`src/rtl/can_err_status_pkg.sv`:
```
package can_err_status_pkg;

    typedef enum logic [0:0] {
        IRQ_IDLE = 1'b0,
        IRQ_PEND = 1'b1
    } irq_state_t;

    typedef struct packed {
        logic boff;
        logic ewarn;
        logic epass;
    } fault_lvl_t;

    localparam int unsigned OFS_CTRL = 0;
    localparam int unsigned OFS_STAT = 1;
    localparam int unsigned OFS_ECNT = 2;
    localparam int unsigned OFS_IRQ  = 3;

    localparam logic [2:0] CODE_NONE  = 3'd0;
    localparam logic [2:0] CODE_STUFF = 3'd1;
    localparam logic [2:0] CODE_FORM  = 3'd2;
    localparam logic [2:0] CODE_ACK   = 3'd3;
    localparam logic [2:0] CODE_BIT1  = 3'd4;
    localparam logic [2:0] CODE_BIT0  = 3'd5;
    localparam logic [2:0] CODE_CRC   = 3'd6;
    localparam logic [2:0] CODE_HOLD  = 3'd7;

    localparam int unsigned CTRL_BITS   = 3;
    localparam int unsigned CTRL_MASTER = 0;
    localparam int unsigned CTRL_EVT_IE = 1;
    localparam int unsigned CTRL_LVL_IE = 2;

    localparam int unsigned STAT_TXOK = 3;
    localparam int unsigned STAT_RXOK = 4;

    localparam logic [15:0] IRQ_ID_STATUS = 16'h8000;

endpackage

```
`src/rtl/can_err_level.sv`:
```
module can_err_level
    import can_err_status_pkg::*;
#(
    parameter int unsigned TEC_W    = 9,
    parameter int unsigned REC_W    = 8,
    parameter int unsigned TEC_FLD  = 8,
    parameter int unsigned REC_FLD  = 7,
    parameter int unsigned WARN_LIM = 96,
    parameter int unsigned PASS_LIM = 128,
    parameter int unsigned BOFF_LIM = 256
) (
    input  logic               clk,
    input  logic               rst_n,
    input  logic [TEC_W-1:0]   tec_i,
    input  logic [REC_W-1:0]   rec_i,
    output fault_lvl_t         lvl_q,
    output logic               lvl_changed,
    output logic [TEC_FLD-1:0] tec_q,
    output logic [REC_FLD-1:0] rec_q,
    output logic               rx_pass_q
);

    localparam logic [TEC_W-1:0] T_WARN = TEC_W'(WARN_LIM);
    localparam logic [TEC_W-1:0] T_PASS = TEC_W'(PASS_LIM);
    localparam logic [TEC_W-1:0] T_BOFF = TEC_W'(BOFF_LIM);
    localparam logic [REC_W-1:0] R_WARN = REC_W'(WARN_LIM);
    localparam logic [REC_W-1:0] R_PASS = REC_W'(PASS_LIM);

    fault_lvl_t         lvl_d;
    logic [TEC_FLD-1:0] tec_d;
    logic [REC_FLD-1:0] rec_d;
    logic               rx_pass_d;

    always_comb begin
        lvl_d.ewarn = (tec_i >= T_WARN) || (rec_i >= R_WARN);
        lvl_d.epass = (tec_i >= T_PASS) || (rec_i >= R_PASS);
        lvl_d.boff  = (tec_i >= T_BOFF);
        rx_pass_d   = (rec_i >= R_PASS);
        lvl_changed = (lvl_d != lvl_q);
    end

    generate
        if (TEC_W > TEC_FLD) begin : g_tec_sat
            localparam logic [TEC_W-1:0] T_TOP = TEC_W'((1 << TEC_FLD) - 1);
            assign tec_d = (tec_i > T_TOP) ? '1 : tec_i[TEC_FLD-1:0];
        end else begin : g_tec_pass
            assign tec_d = TEC_FLD'(tec_i);
        end
        if (REC_W > REC_FLD) begin : g_rec_sat
            localparam logic [REC_W-1:0] R_TOP = REC_W'((1 << REC_FLD) - 1);
            assign rec_d = (rec_i > R_TOP) ? '1 : rec_i[REC_FLD-1:0];
        end else begin : g_rec_pass
            assign rec_d = REC_FLD'(rec_i);
        end
    endgenerate

    always_ff @(posedge clk or negedge rst_n) begin
        if (!rst_n) begin
            lvl_q     <= '0;
            tec_q     <= '0;
            rec_q     <= '0;
            rx_pass_q <= 1'b0;
        end else begin
            lvl_q     <= lvl_d;
            tec_q     <= tec_d;
            rec_q     <= rec_d;
            rx_pass_q <= rx_pass_d;
        end
    end

    AST_BOFF_IMPLIES_PASSIVE: assert property (@(posedge clk) disable iff (!rst_n)
        lvl_q.boff |-> (lvl_q.epass && lvl_q.ewarn));

endmodule

```
`src/rtl/can_err_irq_fsm.sv`:
```
module can_err_irq_fsm
    import can_err_status_pkg::*;
(
    input  logic clk,
    input  logic rst_n,
    input  logic cause_i,
    input  logic ack_i,
    output logic pend_o
);

    irq_state_t state_q;
    irq_state_t state_d;

    always_comb begin
        state_d = state_q;
        unique case (state_q)
            IRQ_IDLE: if (cause_i)            state_d = IRQ_PEND;
            IRQ_PEND: if (ack_i && !cause_i)  state_d = IRQ_IDLE;
            default:                          state_d = IRQ_IDLE;
        endcase
    end

    always_ff @(posedge clk or negedge rst_n) begin
        if (!rst_n) state_q <= IRQ_IDLE;
        else        state_q <= state_d;
    end

    always_comb begin
        pend_o = (state_q == IRQ_PEND);
    end

    AST_PEND_NEEDS_CAUSE: assert property (@(posedge clk) disable iff (!rst_n)
        $rose(pend_o) |-> $past(cause_i));
    AST_CAUSE_SETS_PEND: assert property (@(posedge clk) disable iff (!rst_n)
        cause_i |=> pend_o);
    AST_ACK_CLEARS_PEND: assert property (@(posedge clk) disable iff (!rst_n)
        (ack_i && !cause_i) |=> !pend_o);

endmodule

```
`src/rtl/can_err_status.sv`:
```
module can_err_status
    import can_err_status_pkg::*;
#(
    parameter int unsigned ADDR_W   = 2,
    parameter int unsigned DATA_W   = 16,
    parameter int unsigned TEC_W    = 9,
    parameter int unsigned REC_W    = 8,
    parameter int unsigned WARN_LIM = 96,
    parameter int unsigned PASS_LIM = 128,
    parameter int unsigned BOFF_LIM = 256
) (
    input  logic              clk,
    input  logic              rst_n,
    input  logic [ADDR_W-1:0] bus_addr,
    input  logic              bus_wr,
    input  logic              bus_rd,
    input  logic [DATA_W-1:0] bus_wdata,
    output logic [DATA_W-1:0] bus_rdata,
    input  logic              evt_valid,
    input  logic [2:0]        evt_code,
    input  logic              tx_ok,
    input  logic              rx_ok,
    input  logic [TEC_W-1:0]  tec_in,
    input  logic [REC_W-1:0]  rec_in,
    output logic              irq_o
);

    localparam int unsigned TEC_FLD = 8;
    localparam int unsigned REC_FLD = 7;
    localparam logic [ADDR_W-1:0] A_CTRL = ADDR_W'(OFS_CTRL);
    localparam logic [ADDR_W-1:0] A_STAT = ADDR_W'(OFS_STAT);
    localparam logic [ADDR_W-1:0] A_ECNT = ADDR_W'(OFS_ECNT);
    localparam logic [ADDR_W-1:0] A_IRQ  = ADDR_W'(OFS_IRQ);

    logic [CTRL_BITS-1:0] ctrl_q;
    logic [2:0]           code_q;
    logic                 txok_q;
    logic                 rxok_q;

    fault_lvl_t           lvl_q;
    logic                 lvl_changed;
    logic [TEC_FLD-1:0]   tec_q;
    logic [REC_FLD-1:0]   rec_q;
    logic                 rx_pass_q;
    logic                 pend;

    logic ctrl_wr;
    logic stat_wr;
    logic stat_rd;
    logic evt_any;
    logic irq_cause;

    assign ctrl_wr   = bus_wr && (bus_addr == A_CTRL);
    assign stat_wr   = bus_wr && (bus_addr == A_STAT);
    assign stat_rd   = bus_rd && (bus_addr == A_STAT);
    assign evt_any   = evt_valid || tx_ok || rx_ok;
    assign irq_cause = (evt_any && ctrl_q[CTRL_EVT_IE]) ||
                       (lvl_changed && ctrl_q[CTRL_LVL_IE]);

    can_err_level #(
        .TEC_W    (TEC_W),
        .REC_W    (REC_W),
        .TEC_FLD  (TEC_FLD),
        .REC_FLD  (REC_FLD),
        .WARN_LIM (WARN_LIM),
        .PASS_LIM (PASS_LIM),
        .BOFF_LIM (BOFF_LIM)
    ) u_level (
        .clk         (clk),
        .rst_n       (rst_n),
        .tec_i       (tec_in),
        .rec_i       (rec_in),
        .lvl_q       (lvl_q),
        .lvl_changed (lvl_changed),
        .tec_q       (tec_q),
        .rec_q       (rec_q),
        .rx_pass_q   (rx_pass_q)
    );

    can_err_irq_fsm u_irq (
        .clk     (clk),
        .rst_n   (rst_n),
        .cause_i (irq_cause),
        .ack_i   (stat_rd),
        .pend_o  (pend)
    );

    always_ff @(posedge clk or negedge rst_n) begin
        if (!rst_n) begin
            ctrl_q <= '0;
            code_q <= CODE_NONE;
            txok_q <= 1'b0;
            rxok_q <= 1'b0;
        end else begin
            if (ctrl_wr)
                ctrl_q <= bus_wdata[CTRL_BITS-1:0];

            if (evt_valid)
                code_q <= evt_code;
            else if (tx_ok || rx_ok)
                code_q <= CODE_NONE;
            else if (stat_wr)
                code_q <= bus_wdata[2:0];

            if (tx_ok)
                txok_q <= 1'b1;
            else if (stat_wr && !bus_wdata[STAT_TXOK])
                txok_q <= 1'b0;

            if (rx_ok)
                rxok_q <= 1'b1;
            else if (stat_wr && !bus_wdata[STAT_RXOK])
                rxok_q <= 1'b0;
        end
    end

    always_comb begin
        bus_rdata = '0;
        unique case (bus_addr)
            A_CTRL:  bus_rdata = DATA_W'(ctrl_q);
            A_STAT:  bus_rdata = DATA_W'({lvl_q.boff, lvl_q.ewarn, lvl_q.epass,
                                          rxok_q, txok_q, code_q});
            A_ECNT:  bus_rdata = DATA_W'({rx_pass_q, rec_q, tec_q});
            A_IRQ:   bus_rdata = pend ? DATA_W'(IRQ_ID_STATUS) : '0;
            default: bus_rdata = '0;
        endcase
    end

    assign irq_o = pend && ctrl_q[CTRL_MASTER];

    AST_CODE_SENTINEL_HOLD: assert property (@(posedge clk) disable iff (!rst_n)
        (code_q == CODE_HOLD && !evt_any && !stat_wr) |=> (code_q == CODE_HOLD));
    AST_ENGINE_CODE_WINS: assert property (@(posedge clk) disable iff (!rst_n)
        evt_valid |=> (code_q == $past(evt_code)));
    AST_TXOK_STICKY: assert property (@(posedge clk) disable iff (!rst_n)
        (txok_q && !(stat_wr && !bus_wdata[STAT_TXOK])) |=> txok_q);

endmodule

```
`config.mk`:
```
export PLATFORM = sky130hd
export DESIGN_NAME = can_err_status
export DESIGN_NICKNAME = d
export VERILOG_FILES = /design/src/rtl/can_err_status_pkg.sv /design/src/rtl/can_err_level.sv /design/src/rtl/can_err_irq_fsm.sv /design/src/rtl/can_err_status.sv
export SDC_FILE = /design/constraint.sdc
export NUM_CORES = 1
export LEC_CHECK = 0
export ABC_AREA = 1
export ABC_CLOCK_PERIOD_IN_PS = 1100
export BUFFER_PORTS_ARGS = -buffer_cell sky130_fd_sc_hd__buf_2
export CAP_MARGIN = 10
export CORE_MARGIN = 5
export CORE_UTILIZATION = 35
export DETAILED_ROUTE_END_ITERATION = 12
export GPL_TIMING_DRIVEN = 0
export SETUP_SLACK_MARGIN = 0.05
export SLEW_MARGIN = 30
export SYNTH_ARGS = -nofsm -noshare
export SYNTH_HDL_FRONTEND = slang
export SYNTH_SLANG_ARGS = --single-unit
export TNS_END_PERCENT = 10
```
`constraint.sdc`:
```
create_clock -name clk -period 1.1 [get_ports clk]
set_input_delay 0 -clock clk [delete_from_list [all_inputs] [get_ports clk]]
set_output_delay 0 -clock clk [all_outputs]
set_load 0.01 [all_outputs]
```
==> flow_metrics.py <==
metrics = {
    "sta": {
        "worst_pin_slew_ns": 0.6145,
        "finalSetupTns_ns": 0,
        "final_max_slew_viol_count": 0,
        "fin_crit_ns": 1.004,
        "setup_slack_ns": 0.09575,
        "fin_hold_ws_ns": -0.006606,
        "final_hold_viol_count": 7,
        "finalSetupViolCount": 0,
        "rsz0062_at_grt": "true",
        "fmax_mhz": 995.8,
        "clock_skew_ns": 0.002926,
        "fin_crit_sh_pct": 91.30,
        "slew_headroom_pct": 59.03,
    },
    "power_and_ir_drop": {
        "pwr-share-comb_pct": 20.6,
        "clock_power_share_pct": 28.1,
        "power_density_nw_per_um2": 1131,
        "power.share.switching_pct": 25.32,
        "intPower_mw": 1.643,
        "p_seq_share_pct": 51.3,
        "power_mw": 2.200,
        "ir_drop_v": 0.0004235,
        "power_leakage_nw": 1.049,
        "p_switching_mw": 0.5571,
    },
    "floorplanning": {
        "fp.dieW_um": 71.24,
        "die_h_um": 71.24,
        "core_area_um2": 3633,
        "dieArea_um2": 5074,
        "rows": 22,
        "ios": 62,
        "initial_utilization_pct": 36.12,
    },
    "routing": {
        "drt_iter0_markers": 53,
        "finalWirelength_um": 3037,
        "final_antenna_net_count": 0,
        "num_vias": 1175,
        "first_pass_iters": 4,
        "wl_met3_um": 133,
        "drc": 0,
        "m1WireLength_um": 1319,
        "post_drt_via_cell_ratio": 4.196,
        "wl_met2_um": 1550,
        "top_layer": "met4",
        "wl_per_cell_um": 10.85,
    },
    "worst_setup_path": {
        "crit_path_end_kind": "primary output",
        "worstPathArrival_ns": 1.00,
        "path_max_fanout": 1,
        "worstSetupPathType": "reg -> out",
        "required_ns": 1.10,
        "slowest_delay_ns": 0.37,
        "start_kind": "register",
        "worstPathCellList": "a22o_1, buf_2",
        "slowest_stage": "dfrtp_1",
    },
    "finish": {
        "num_antenna_cells": 0,
        "final_cell_area_um2": 1944,
        "nNetsFinal": 278,
        "drive_above_1_share_pct": 34.91,
        "area_delta_synth_final_pct": 48.14,
    },
    "logic_synthesis": {
        "ys_seq_elements": 28,
        "synth_nets": 198,
        "syn-cell-area_um2": 1313,
        "yosysSeqAreaShare_pct": 53.38,
        "async_flop_share_pct": 100.0,
        "synth.avg_cell_area_um2": 8.578,
        "synth_ff_type": "dfrtp_1",
        "ys_types": 19,
        "syn_inst": 153,
        "synth_edf_count": 0,
        "yosysWarnings": 0,
    },
    "global_routing": {
        "antenna_found_initial": 0,
        "grt_pass1_vias": 1152,
        "grt.overflow.total": 0,
        "grt_max_degree": 29,
        "track_usage_pct": 12.70,
        "grt_pass1_wl_um": 5154,
    },
    "run": {
        "maxCapViolations": 0,
    },
    "clocking": {
        "cts_sinks": 28,
        "cts_tree": "built",
        "clockBufferDepth": 2,
        "root_buffer": "clkbuf_8",
        "cts-buffers-inserted": 3,
        "htreeDepth": 1,
        "clk_pin_slew_ns": 0.09,
        "clk-insertion-delay-late_ns": 0.27,
    },
    "place": {
        "post-dp-hpwl_um": 2189,
        "portBuffers": 49,
        "globalplace.congestion": 0.7350,
        "post-place-ws_ns": 0.1877,
        "dpl_cell_area_um2": 1618,
    },
    "run_status": {
        "failed_checks": "negative hold slack",
        "run_status": "finished, violations left",
    },
    "hold_path": {
        "hp-class": "in -> reg",
    },
}
layer usage:
| metal | track usage (%) | vias up |
|---|---|---|
| met5 | 0 | - |
| met2 | 22.04 | 25 |
| met1 | 15.92 | 528 |
| met4 | 5.219 | 0 |
| met3 | 1.543 | 2 |
| li1 | - | 620 |
final cells by class:
class	instances	area (um^2)
sequential	28	700.7
tap	48	60.06
buffer	3	18.77
multi-input combinational	95	496.7
timing repair buffer	75	511.7
clock buffer	4	55.05
fill	368	1689
inverter	27	101.3
Yosys cell counts (all sizes together), types with 2 or more instances:
library cell,instances,area share [%]
inv,27,7.7
or2,14,6.7
dfrtp,28,53
o211ai,3,1.7
nand2,45,14
clkbuf,2,0.57
nor2,14,5.6
o21ai,15,5.7
kinds of logic after synthesis:
kind of cell    Yosys count  share of synthesized area, %
simple gates             75                         28.69
compound gates           19                         8.103
xor+xnor                  1                        0.6674
buf+inv                  30                         9.151
flops                    28                         53.38
placed cells by master, fill, tap and decap left out:
master | synthesis | layout
buf_2 | 0 | 48
clkbuf_8 | 0 | 4
buf_6 | 1 | 2
nand2_2 | 2 | 2
nand2_1 | 41 | 41
nor2_1 | 11 | 11
o211ai_1 | 3 | 3
o21ai_1 | 7 | 8
o21ai_0 | 8 | 7
nor2_8 | 1 | 1
nand3_1 | 1 | 1
dlymetal6s4s_1 | 0 | 1
nand2_4 | 2 | 2
or2_2 | 14 | 14
nand4_4 | 1 | 1
inv_1 | 23 | 23
dfrtp_1 | 28 | 28
a22o_1 | 1 | 1
nor2_2 | 2 | 1
inv_2 | 4 | 4
clkbuf_1 | 2 | 2
buf_4 | 0 | 1
nor2_4 | 0 | 1
xnor2_1 | 1 | 1
dlygate4sd3_1 | 0 | 24
worst paths after layout:
check	from	endpoint	slack (ns)	cells after the start
min in group asynchronous	rst_n	code_q[0]	0.27	2
hold / removal	tec_in[8]	u_level.tec_q[0]	-0.007	2
setup / recovery	u_level.tec_q[7]	bus_rdata[7]	0.1	2
max in group asynchronous	rst_n	u_level.lvl_q[0]	0.43	2
setup reg to reg	u_level.lvl_q[2]	u_irq.pend_o	0.18	6
hold reg to reg	txok_q	txok_q	0.51	2
repair_timing:
action | CTS | global route
buffers inserted | 0 | 1
endpoints found under the setup margin | 0 | 4
hold buffers | 24 | 1
gates resized for setup | 0 | 5
endpoints found under the hold margin | 49 | 1
worst max-delay path: cells and delay by family (launching register included):
kind | cells | cell delay, ns
compound gates | 1 | 0.23
flops | 1 | 0.37
buf+inv | 1 | 0.14
stage by stage:
| step | utilization, % | std cells |
|---|---|---|
| 2_1_floorplan | - | 153 |
| 3_3_place_gp | 44.52 | 250 |
| 3_5_place_dp | 44.52 | 250 |
| 4_1_cts | 52.65 | 278 |
| 5_1_grt | 53.51 | 280 |
| 6_report | 53.51 | 280 |
power groups by stage:
| stage | Clock, mW | Sequential [mW] | Combinational (mW) |
|---|---|---|---|
| after floorplan | 0 | 1.14 | 0.214 |
| after global placement | 0 | 1.15 | 0.380 |
| after detailed placement | 0 | 1.15 | 0.384 |
| after CTS | 0.641 | 1.13 | 0.451 |
| after global routing | 0.671 | 1.13 | 0.517 |
| final | 0.619 | 1.13 | 0.453 |
state kept, by name (all words and copies together) (netlist names):
signal and cells:
u_irq.pend_o 1, u_level.tec_q 8, u_level.lvl_q 3, u_level.rec_q 7, code_q 3, ctrl_q 3
u_level.rx_pass_q 1, rxok_q 1, txok_q 1
Note: power is estimated with default switching activity, not from simulation.
